### src/rtl/gpio_src_pkg.sv
package gpio_src_pkg;

  // Who owns a pin
  typedef enum logic [2:0] {
    AG_USER  = 3'd0,
    AG_MGMT  = 3'd1,
    AG_PROC  = 3'd2,
    AG_RADIO = 3'd3,
    AG_SPI   = 3'd4
  } agent_e;

  typedef struct packed {
    agent_e agent;
    logic   board;   // daughterboard index for radio/SPI
    logic   chan;    // radio channel
  } pin_sel_t;

  // Word indices (byte offset / 4)
  localparam int unsigned W_MASTER = 0;
  localparam int unsigned W_DIR    = 1;
  localparam int unsigned W_INPUT  = 2;
  localparam int unsigned W_OUTVAL = 3;
  localparam int unsigned W_SRC    = 4;
  localparam int unsigned W_RBOARD = 5;
  localparam int unsigned W_SBOARD = 6;
  localparam int unsigned W_OVR    = 7;
  localparam int unsigned W_SWSEL  = 8;
  localparam int unsigned W_CHAN   = 9;
  localparam int unsigned NUM_WORDS = 10;

  localparam int unsigned NUM_BOARDS = 2;
  localparam int unsigned NUM_CHANS  = 2;

endpackage

### src/rtl/gpio_src_sync.sv
module gpio_src_sync #(
  parameter int unsigned WIDTH = 24
) (
  input  logic             clk,
  input  logic             rst,
  input  logic [WIDTH-1:0] async_in,
  output logic [WIDTH-1:0] sync_out
);
  logic [WIDTH-1:0] stage1_q;
  logic [WIDTH-1:0] stage2_q;

  always_ff @(posedge clk) begin
    if (rst) begin
      stage1_q <= '0;
      stage2_q <= '0;
    end else begin
      stage1_q <= async_in;
      stage2_q <= stage1_q;
    end
  end

  assign sync_out = stage2_q;
endmodule

### src/rtl/gpio_src_regs.sv
module gpio_src_regs
  import gpio_src_pkg::*;
#(
  parameter int unsigned        NUM_BANKS   = 2,
  parameter int unsigned        NUM_PINS    = 12,
  parameter int unsigned        BANK_STRIDE = 16,
  parameter int unsigned        ADDR_W      = 16,
  parameter logic [ADDR_W-1:0]  BASE_ADDR   = '0
) (
  input  logic              clk,
  input  logic              rst,
  input  logic              wr_en,
  input  logic              rd_en,
  input  logic [ADDR_W-1:0] addr,
  input  logic [31:0]       wdata,
  output logic [31:0]       rdata,
  input  logic [NUM_BANKS*NUM_PINS-1:0] pad_sync,
  output logic [NUM_BANKS*NUM_PINS-1:0] pl_master,
  output logic [NUM_BANKS*NUM_PINS-1:0] pl_dir,
  output logic [NUM_BANKS*NUM_PINS-1:0] pl_outval,
  output logic [NUM_BANKS*NUM_PINS-1:0] pl_src,
  output logic [NUM_BANKS*NUM_PINS-1:0] pl_rboard,
  output logic [NUM_BANKS*NUM_PINS-1:0] pl_sboard,
  output logic [NUM_BANKS*NUM_PINS-1:0] pl_ovr,
  output logic [NUM_BANKS*NUM_PINS-1:0] pl_swsel,
  output logic [NUM_BANKS*NUM_PINS-1:0] pl_chan
);
  localparam int unsigned TOTAL = NUM_BANKS * NUM_PINS;
  localparam int unsigned IDX_W = $clog2(NUM_WORDS);
  localparam logic [ADDR_W-1:0] SPAN = ADDR_W'(NUM_WORDS * 4);

  logic [TOTAL-1:0]  cfg_q [NUM_WORDS];
  logic [ADDR_W-1:0] offset;
  logic              hit;
  logic [IDX_W-1:0]  widx;
  logic [TOTAL-1:0]  wr_bits;
  logic [TOTAL-1:0]  rd_bits;
  logic [31:0]       rd_word;

  assign offset = addr - BASE_ADDR;
  assign hit    = (addr >= BASE_ADDR) && (offset < SPAN) && (offset[1:0] == 2'b00);
  assign widx   = offset[IDX_W+1:2];

  // Word layout -> flat pin vector
  always_comb begin
    wr_bits = '0;
    for (int b = 0; b < NUM_BANKS; b++) begin
      for (int p = 0; p < NUM_PINS; p++) begin
        wr_bits[b*NUM_PINS+p] = wdata[b*BANK_STRIDE+p];
      end
    end
  end

  // Flat pin vector -> word layout, reserved bits zero
  always_comb begin
    rd_bits = (widx == IDX_W'(W_INPUT)) ? pad_sync : cfg_q[widx];
    rd_word = '0;
    for (int b = 0; b < NUM_BANKS; b++) begin
      for (int p = 0; p < NUM_PINS; p++) begin
        rd_word[b*BANK_STRIDE+p] = rd_bits[b*NUM_PINS+p];
      end
    end
  end

  generate
    for (genvar w = 0; w < NUM_WORDS; w++) begin : g_word
      if (w == W_INPUT) begin : g_ro
        always_ff @(posedge clk) cfg_q[w] <= '0;
      end else begin : g_rw
        always_ff @(posedge clk) begin
          if (rst) begin
            cfg_q[w] <= '0;
          end else if (wr_en && hit && (widx == IDX_W'(w))) begin
            cfg_q[w] <= wr_bits;
          end
        end
      end
    end
  endgenerate

  always_ff @(posedge clk) begin
    if (rst) begin
      rdata <= '0;
    end else if (rd_en) begin
      rdata <= hit ? rd_word : 32'h0;
    end
  end

  assign pl_master = cfg_q[W_MASTER];
  assign pl_dir    = cfg_q[W_DIR];
  assign pl_outval = cfg_q[W_OUTVAL];
  assign pl_src    = cfg_q[W_SRC];
  assign pl_rboard = cfg_q[W_RBOARD];
  assign pl_sboard = cfg_q[W_SBOARD];
  assign pl_ovr    = cfg_q[W_OVR];
  assign pl_swsel  = cfg_q[W_SWSEL];
  assign pl_chan   = cfg_q[W_CHAN];
endmodule

### src/rtl/gpio_src_decide.sv
module gpio_src_decide
  import gpio_src_pkg::*;
#(
  parameter int unsigned TOTAL = 24
) (
  input  logic [TOTAL-1:0]     pl_src,
  input  logic [TOTAL-1:0]     pl_ovr,
  input  logic [TOTAL-1:0]     pl_sboard,
  input  logic [TOTAL-1:0]     pl_rboard,
  input  logic [TOTAL-1:0]     pl_chan,
  input  logic [TOTAL-1:0]     pl_master,
  input  logic [TOTAL-1:0]     pl_swsel,
  output pin_sel_t [TOTAL-1:0] sel
);
  // Layered priority: source plane first, then override or master, then the leaf bit
  always_comb begin
    for (int i = 0; i < TOTAL; i++) begin
      sel[i].board = 1'b0;
      sel[i].chan  = 1'b0;
      if (pl_src[i]) begin
        if (pl_ovr[i]) begin
          sel[i].agent = AG_SPI;
          sel[i].board = pl_sboard[i];
        end else begin
          sel[i].agent = AG_RADIO;
          sel[i].board = pl_rboard[i];
          sel[i].chan  = pl_chan[i];
        end
      end else if (pl_master[i]) begin
        sel[i].agent = pl_swsel[i] ? AG_PROC : AG_MGMT;
      end else begin
        sel[i].agent = AG_USER;
      end
    end
  end
endmodule

### src/rtl/gpio_src_mux.sv
module gpio_src_mux
  import gpio_src_pkg::*;
#(
  parameter int unsigned TOTAL = 24
) (
  input  logic                 clk,
  input  logic                 rst,
  input  pin_sel_t [TOTAL-1:0] sel,
  input  logic [TOTAL-1:0]     pl_outval,
  input  logic [TOTAL-1:0]     pl_dir,
  input  logic [TOTAL-1:0]     usr_out,
  input  logic [TOTAL-1:0]     usr_oe,
  input  logic [TOTAL-1:0]     proc_out,
  input  logic [TOTAL-1:0]     proc_oe,
  input  logic [NUM_BOARDS*NUM_CHANS*TOTAL-1:0] radio_out,
  input  logic [NUM_BOARDS*NUM_CHANS*TOTAL-1:0] radio_oe,
  input  logic [NUM_BOARDS*TOTAL-1:0]           spi_out,
  input  logic [NUM_BOARDS*TOTAL-1:0]           spi_oe,
  output logic [TOTAL-1:0]     pin_out,
  output logic [TOTAL-1:0]     pin_oe
);
  logic [TOTAL-1:0] nxt_out;
  logic [TOTAL-1:0] nxt_oe;

  always_comb begin
    for (int i = 0; i < TOTAL; i++) begin
      case (sel[i].agent)
        AG_SPI: begin
          nxt_out[i] = spi_out[int'(sel[i].board)*TOTAL + i];
          nxt_oe[i]  = spi_oe[int'(sel[i].board)*TOTAL + i];
        end
        AG_RADIO: begin
          nxt_out[i] = radio_out[int'({sel[i].board, sel[i].chan})*TOTAL + i];
          nxt_oe[i]  = radio_oe[int'({sel[i].board, sel[i].chan})*TOTAL + i];
        end
        AG_PROC: begin
          nxt_out[i] = proc_out[i];
          nxt_oe[i]  = proc_oe[i];
        end
        AG_MGMT: begin
          nxt_out[i] = pl_outval[i];
          nxt_oe[i]  = pl_dir[i];
        end
        default: begin
          nxt_out[i] = usr_out[i];
          nxt_oe[i]  = usr_oe[i];
        end
      endcase
    end
  end

  always_ff @(posedge clk) begin
    if (rst) begin
      pin_out <= '0;
      pin_oe  <= '0;
    end else begin
      pin_out <= nxt_out;
      pin_oe  <= nxt_oe;
    end
  end
endmodule

### src/rtl/gpio_src_sel.sv
module gpio_src_sel
  import gpio_src_pkg::*;
#(
  parameter int unsigned       NUM_BANKS   = 2,
  parameter int unsigned       NUM_PINS    = 12,
  parameter int unsigned       BANK_STRIDE = 16,
  parameter int unsigned       ADDR_W      = 16,
  parameter logic [ADDR_W-1:0] BASE_ADDR   = 16'h0400
) (
  input  logic                                         clk,
  input  logic                                         rst,
  input  logic                                         bus_wr_en,
  input  logic                                         bus_rd_en,
  input  logic [ADDR_W-1:0]                            bus_addr,
  input  logic [31:0]                                  bus_wdata,
  output logic [31:0]                                  bus_rdata,
  input  logic [NUM_BANKS*NUM_PINS-1:0]                usr_out,
  input  logic [NUM_BANKS*NUM_PINS-1:0]                usr_oe,
  input  logic [NUM_BANKS*NUM_PINS-1:0]                proc_out,
  input  logic [NUM_BANKS*NUM_PINS-1:0]                proc_oe,
  input  logic [NUM_BOARDS*NUM_CHANS*NUM_BANKS*NUM_PINS-1:0] radio_out,
  input  logic [NUM_BOARDS*NUM_CHANS*NUM_BANKS*NUM_PINS-1:0] radio_oe,
  input  logic [NUM_BOARDS*NUM_BANKS*NUM_PINS-1:0]     spi_out,
  input  logic [NUM_BOARDS*NUM_BANKS*NUM_PINS-1:0]     spi_oe,
  input  logic [NUM_BANKS*NUM_PINS-1:0]                pad_in,
  output logic [NUM_BANKS*NUM_PINS-1:0]                pin_out,
  output logic [NUM_BANKS*NUM_PINS-1:0]                pin_oe
);
  localparam int unsigned TOTAL = NUM_BANKS * NUM_PINS;

  logic [TOTAL-1:0] pad_sync;
  logic [TOTAL-1:0] pl_master, pl_dir, pl_outval, pl_src, pl_rboard;
  logic [TOTAL-1:0] pl_sboard, pl_ovr, pl_swsel, pl_chan;
  pin_sel_t [TOTAL-1:0] sel;

  gpio_src_sync #(.WIDTH(TOTAL)) u_sync (
    .clk      (clk),
    .rst      (rst),
    .async_in (pad_in),
    .sync_out (pad_sync)
  );

  gpio_src_regs #(
    .NUM_BANKS   (NUM_BANKS),
    .NUM_PINS    (NUM_PINS),
    .BANK_STRIDE (BANK_STRIDE),
    .ADDR_W      (ADDR_W),
    .BASE_ADDR   (BASE_ADDR)
  ) u_regs (
    .clk       (clk),
    .rst       (rst),
    .wr_en     (bus_wr_en),
    .rd_en     (bus_rd_en),
    .addr      (bus_addr),
    .wdata     (bus_wdata),
    .rdata     (bus_rdata),
    .pad_sync  (pad_sync),
    .pl_master (pl_master),
    .pl_dir    (pl_dir),
    .pl_outval (pl_outval),
    .pl_src    (pl_src),
    .pl_rboard (pl_rboard),
    .pl_sboard (pl_sboard),
    .pl_ovr    (pl_ovr),
    .pl_swsel  (pl_swsel),
    .pl_chan   (pl_chan)
  );

  gpio_src_decide #(.TOTAL(TOTAL)) u_decide (
    .pl_src    (pl_src),
    .pl_ovr    (pl_ovr),
    .pl_sboard (pl_sboard),
    .pl_rboard (pl_rboard),
    .pl_chan   (pl_chan),
    .pl_master (pl_master),
    .pl_swsel  (pl_swsel),
    .sel       (sel)
  );

  gpio_src_mux #(.TOTAL(TOTAL)) u_mux (
    .clk       (clk),
    .rst       (rst),
    .sel       (sel),
    .pl_outval (pl_outval),
    .pl_dir    (pl_dir),
    .usr_out   (usr_out),
    .usr_oe    (usr_oe),
    .proc_out  (proc_out),
    .proc_oe   (proc_oe),
    .radio_out (radio_out),
    .radio_oe  (radio_oe),
    .spi_out   (spi_out),
    .spi_oe    (spi_oe),
    .pin_out   (pin_out),
    .pin_oe    (pin_oe)
  );
endmodule

### config.mk
export PLATFORM = sky130hd
export DESIGN_NAME = gpio_src_sel
export DESIGN_NICKNAME = d
export VERILOG_FILES = /design/src/rtl/gpio_src_pkg.sv /design/src/rtl/gpio_src_sync.sv /design/src/rtl/gpio_src_regs.sv /design/src/rtl/gpio_src_decide.sv /design/src/rtl/gpio_src_mux.sv /design/src/rtl/gpio_src_sel.sv
export SDC_FILE = /design/constraint.sdc
export NUM_CORES = 1
export LEC_CHECK = 0
export ABC_AREA = 1
export BUFFER_PORTS_ARGS = -buffer_cell sky130_fd_sc_hd__buf_2
export CAP_MARGIN = 5
export CORE_ASPECT_RATIO = 1.75
export CORE_UTILIZATION = 45
export DETAILED_ROUTE_END_ITERATION = 6
export HOLD_SLACK_MARGIN = 0.02
export PLACE_DENSITY = 0.69
export SETUP_SLACK_MARGIN = 0.5
export SYNTH_ARGS = -nofsm -noshare
export SYNTH_HDL_FRONTEND = slang
export SYNTH_SLANG_ARGS = --single-unit
### constraint.sdc
create_clock -name clk -period 7.8 [get_ports clk]
set_input_delay 0.39 -clock clk [delete_from_list [all_inputs] [get_ports clk]]
set_output_delay 0.39 -clock clk [all_outputs]
set_load 0.01 [all_outputs]
==> flow_summary_export.csv <==
group,metric,value,unit
place,place_ws,3.97,ns
clock_tree,cts_resized,0,
finish,instances_no_fill,4198,
floorplan,die_w,168,um
timing,whs,0.0576,ns
global_routing,antenna_found_initial,13,
timing,worst_pin_slew,1.18,ns
setup_path,setup.worst_path.end,"u_regs.cfg_q[5][16]",
floorplan,die_y,293,um
power,vdd_drop_max,0.170,mV
floorplan,die_area,0.0492,sq mm
finish,seq_area,0.00889,sq mm
route,ant_nets,0,
setup_path,startpoint,"bus_addr[3]",
setup_path,critical_path_arrival,3.42,ns
route,wire_per_inst,19.8,um
finish,layout-drive-gt1-share,0.177,
route,totalWireLength,83200,um
clock_tree,root_buffer,"clkbuf_16",
place,place_congestion,0.963,
timing,tns,0,ns
yosys,synth.cell_area,0.0217,sq mm
route,drt_iter0_markers,1945,
timing,hold_violations,0,
floorplan,core,0.0477,sq mm
yosys,yosysWarnings,0,
setup_path,cp-start-kind,"input pin",
clock_tree,hold_buffers,0,
global_routing,grt_max_degree,55,
yosys,avgSynthCellArea,6.97,sq um
clock_tree,cts.repair_timing.setup_buffer_count,0,
global_routing,grt_pass1_vias,22200,
setup_path,reg2reg_from,"u_regs.cfg_q[4][0]",
route,vias,23500,
setup_path,rr_worst_depth,8,
timing,finalWorstSetupSlack,4.52,ns
setup_path,slowest_stage,"o21ai_4",
yosys,synth-seq-cells,336,
floorplan,rows,106,
setup_path,path_class,"input pin to flip-flop",
finish,multi_input_area,0.0107,sq mm
setup_path,cp.required,7.94,ns
timing,post-route-period-util,0.421,
finish,fillers,4853,
timing,rsz0062_at_grt,"no",
global_routing,grt_usage,0.326,
route,dr.pass1.iters,6,
status,status,"complete, no violations",
clock_tree,cts_buffer_depth,3,
clock_tree,ctsHtreeMaxLevel,2,
timing,worst_clock_skew,0.0169,ns
clock_tree,clk_pin_slew,0.06,ns
timing,max_freq,305,MHz
route,drc,0,
finish,post-route-util,0.541,
setup_path,worst-r2r-setup-slack,5.14,ns
timing,maxSlewHeadroom,0.209,
clock_tree,insertion_delay,0.54,ns
finish,syn2layout_area_growth,18.8,%
place,detailed_place_hpwl,59200,um
clock_tree,clock-sinks,336,
setup_path,path_cells,"buf_2, inv_4, a21oi_2, nor2_2, and3_1, nand2_1, o21ai_4",
place,port_buffers,523,
route,via_per_inst,5.61,
yosys,ys_seq_area_frac,0.409,
timing,setup_violations,0,
setup_path,r2r-end,"u_mux.pin_out[0]",
power,power.leakage,0.0125,uW
clock_tree,cts_tree,"yes",
floorplan,io_pins,540,
timing,period_minus_slack,3.28,ns
global_routing,grt_pass1_wl,122000,um
finish,nets,4077,
yosys,yosysUniqueCellTypes,40,
finish,final_common_cell,"nand2_1",
hold_path,hp-class,"input pin to flip-flop",
setup_path,critPathCaptureType,"flip-flop",
timing,finalMaxSlewViolations,0,
setup_path,critPathMaxFanout,25,
global_routing,grt_overflow_total,0,
clock_tree,cts_buffers,34,
floorplan,start_util,0.455,
finish,final_cell_mix,"nand2_1 (690), buf_2 (522), nor2_1 (460)",
yosys,synthCells,3118,
run,drv_cap,0,
power,power.density,181,mW/mm^2
setup_path,max_stage_delay,0.95,ns
place,placedCellCount,4127,
-- critical path: cells and delay by family --
| kind | cells | cell delay, ns |
|---|---|---|
| AOI/OAI and AO/OA | 2 | 1.08 |
| buffers and inverters | 2 | 0.77 |
| and+or+nand+nor | 3 | 1.11 |
-- worst min path at each step --
stage	to	slack, ns	depth (start not counted)	startpoint
floorplan	u_sync.sync_out[0]	0.39	2	u_sync.stage1_q[0]
global placement	u_sync.sync_out[12]	0.39	2	u_sync.stage1_q[12]
detailed placement	u_sync.sync_out[17]	0.39	2	u_sync.stage1_q[17]
CTS	u_sync.stage1_q[8]	0.04	3	pad_in[8]
global route	u_sync.stage1_q[8]	0.06	3	pad_in[8]
finish	u_sync.stage1_q[8]	0.06	3	pad_in[8]
-- per-stage QoR --
stage | total power (uW) | instance area [sq um]
2_1_floorplan | 2560 | 21700
3_3_place_gp | 2930 | 24600
3_5_place_dp | 2930 | 24600
4_1_cts | 4660 | 25800
5_1_grt | 4820 | 25800
6_report | 4670 | 25800
-- sequential cells by signal (all words and copies together), names as in the netlist --
name and flops:
u_regs.cfg_q 216, u_mux.pin_oe 24, u_sync.sync_out 24, u_regs.rdata 24
u_sync.stage1_q 24, u_mux.pin_out 24
-- logic make-up (layout without fill, tap and decap cells) --
group                      Yosys count  count (layout)  share of synthesized area
and+or+nand+nor                   1647            1647                      0.323
DFF                                336             336                      0.409
AOI/OAI and AO/OA                  542             542                      0.138
buffers and inverters              544            1013                      0.102
other                                1              18                   0.000173
adders and majority gates           48              48                     0.0277
-- Yosys cell counts, drive strengths merged --
cell     number  area, sq um
nand2       697         2620
nor2        467         1780
inv         393         1480
nand3       373         1870
o21ai       257         1290
edfxtp      216         6490
a21oi       167          840
dfxtp       120         2400
buf          74          440
nand4        64          483
clkbuf       50          189
ha           48          601
o211ai       42          315
o22ai        34          213
clkinv       27          101
a41oi        26          228
nor3         23          115
or2          12         75.1
a31oi         9         56.3
nor3b         6         45.0
nor4          3         25.0
o2111ai       3         26.3
and3          2         12.5
o221ai        2         17.5
a22oi         1         7.51
a32oi         1         8.76
conb          1         3.75
-- cell type report --
class	count	share of cell area
multi-input combinational	2245	0.416
sequential	336	0.344
timing repair buffer	532	0.104
inverter	420	0.0612
clock buffer	40	0.0371
tap	594	0.0288
clock inverter	21	0.00785
antenna	10	0.000970
-- report_power, final --
part	total, uW	switching, uW	leakage, uW	internal [uW]
clock	1750	764	0.000586	991
sequential	2050	64.8	0.00304	1980
combinational	866	565	0.00886	300
-- layer usage --
metal  vias to the layer above  part of all wire  wire, um  global-route usage
met4                         4             0.056      4680               0.194
met3                       289             0.073      6110              0.0486
li1                      11300                 -         -                   -
met2                      1134              0.51     42500               0.600
met1                     10800              0.36     29900               0.351
met5                         -           0.00026        22                   0
Note: power is estimated with default switching activity, not from simulation.
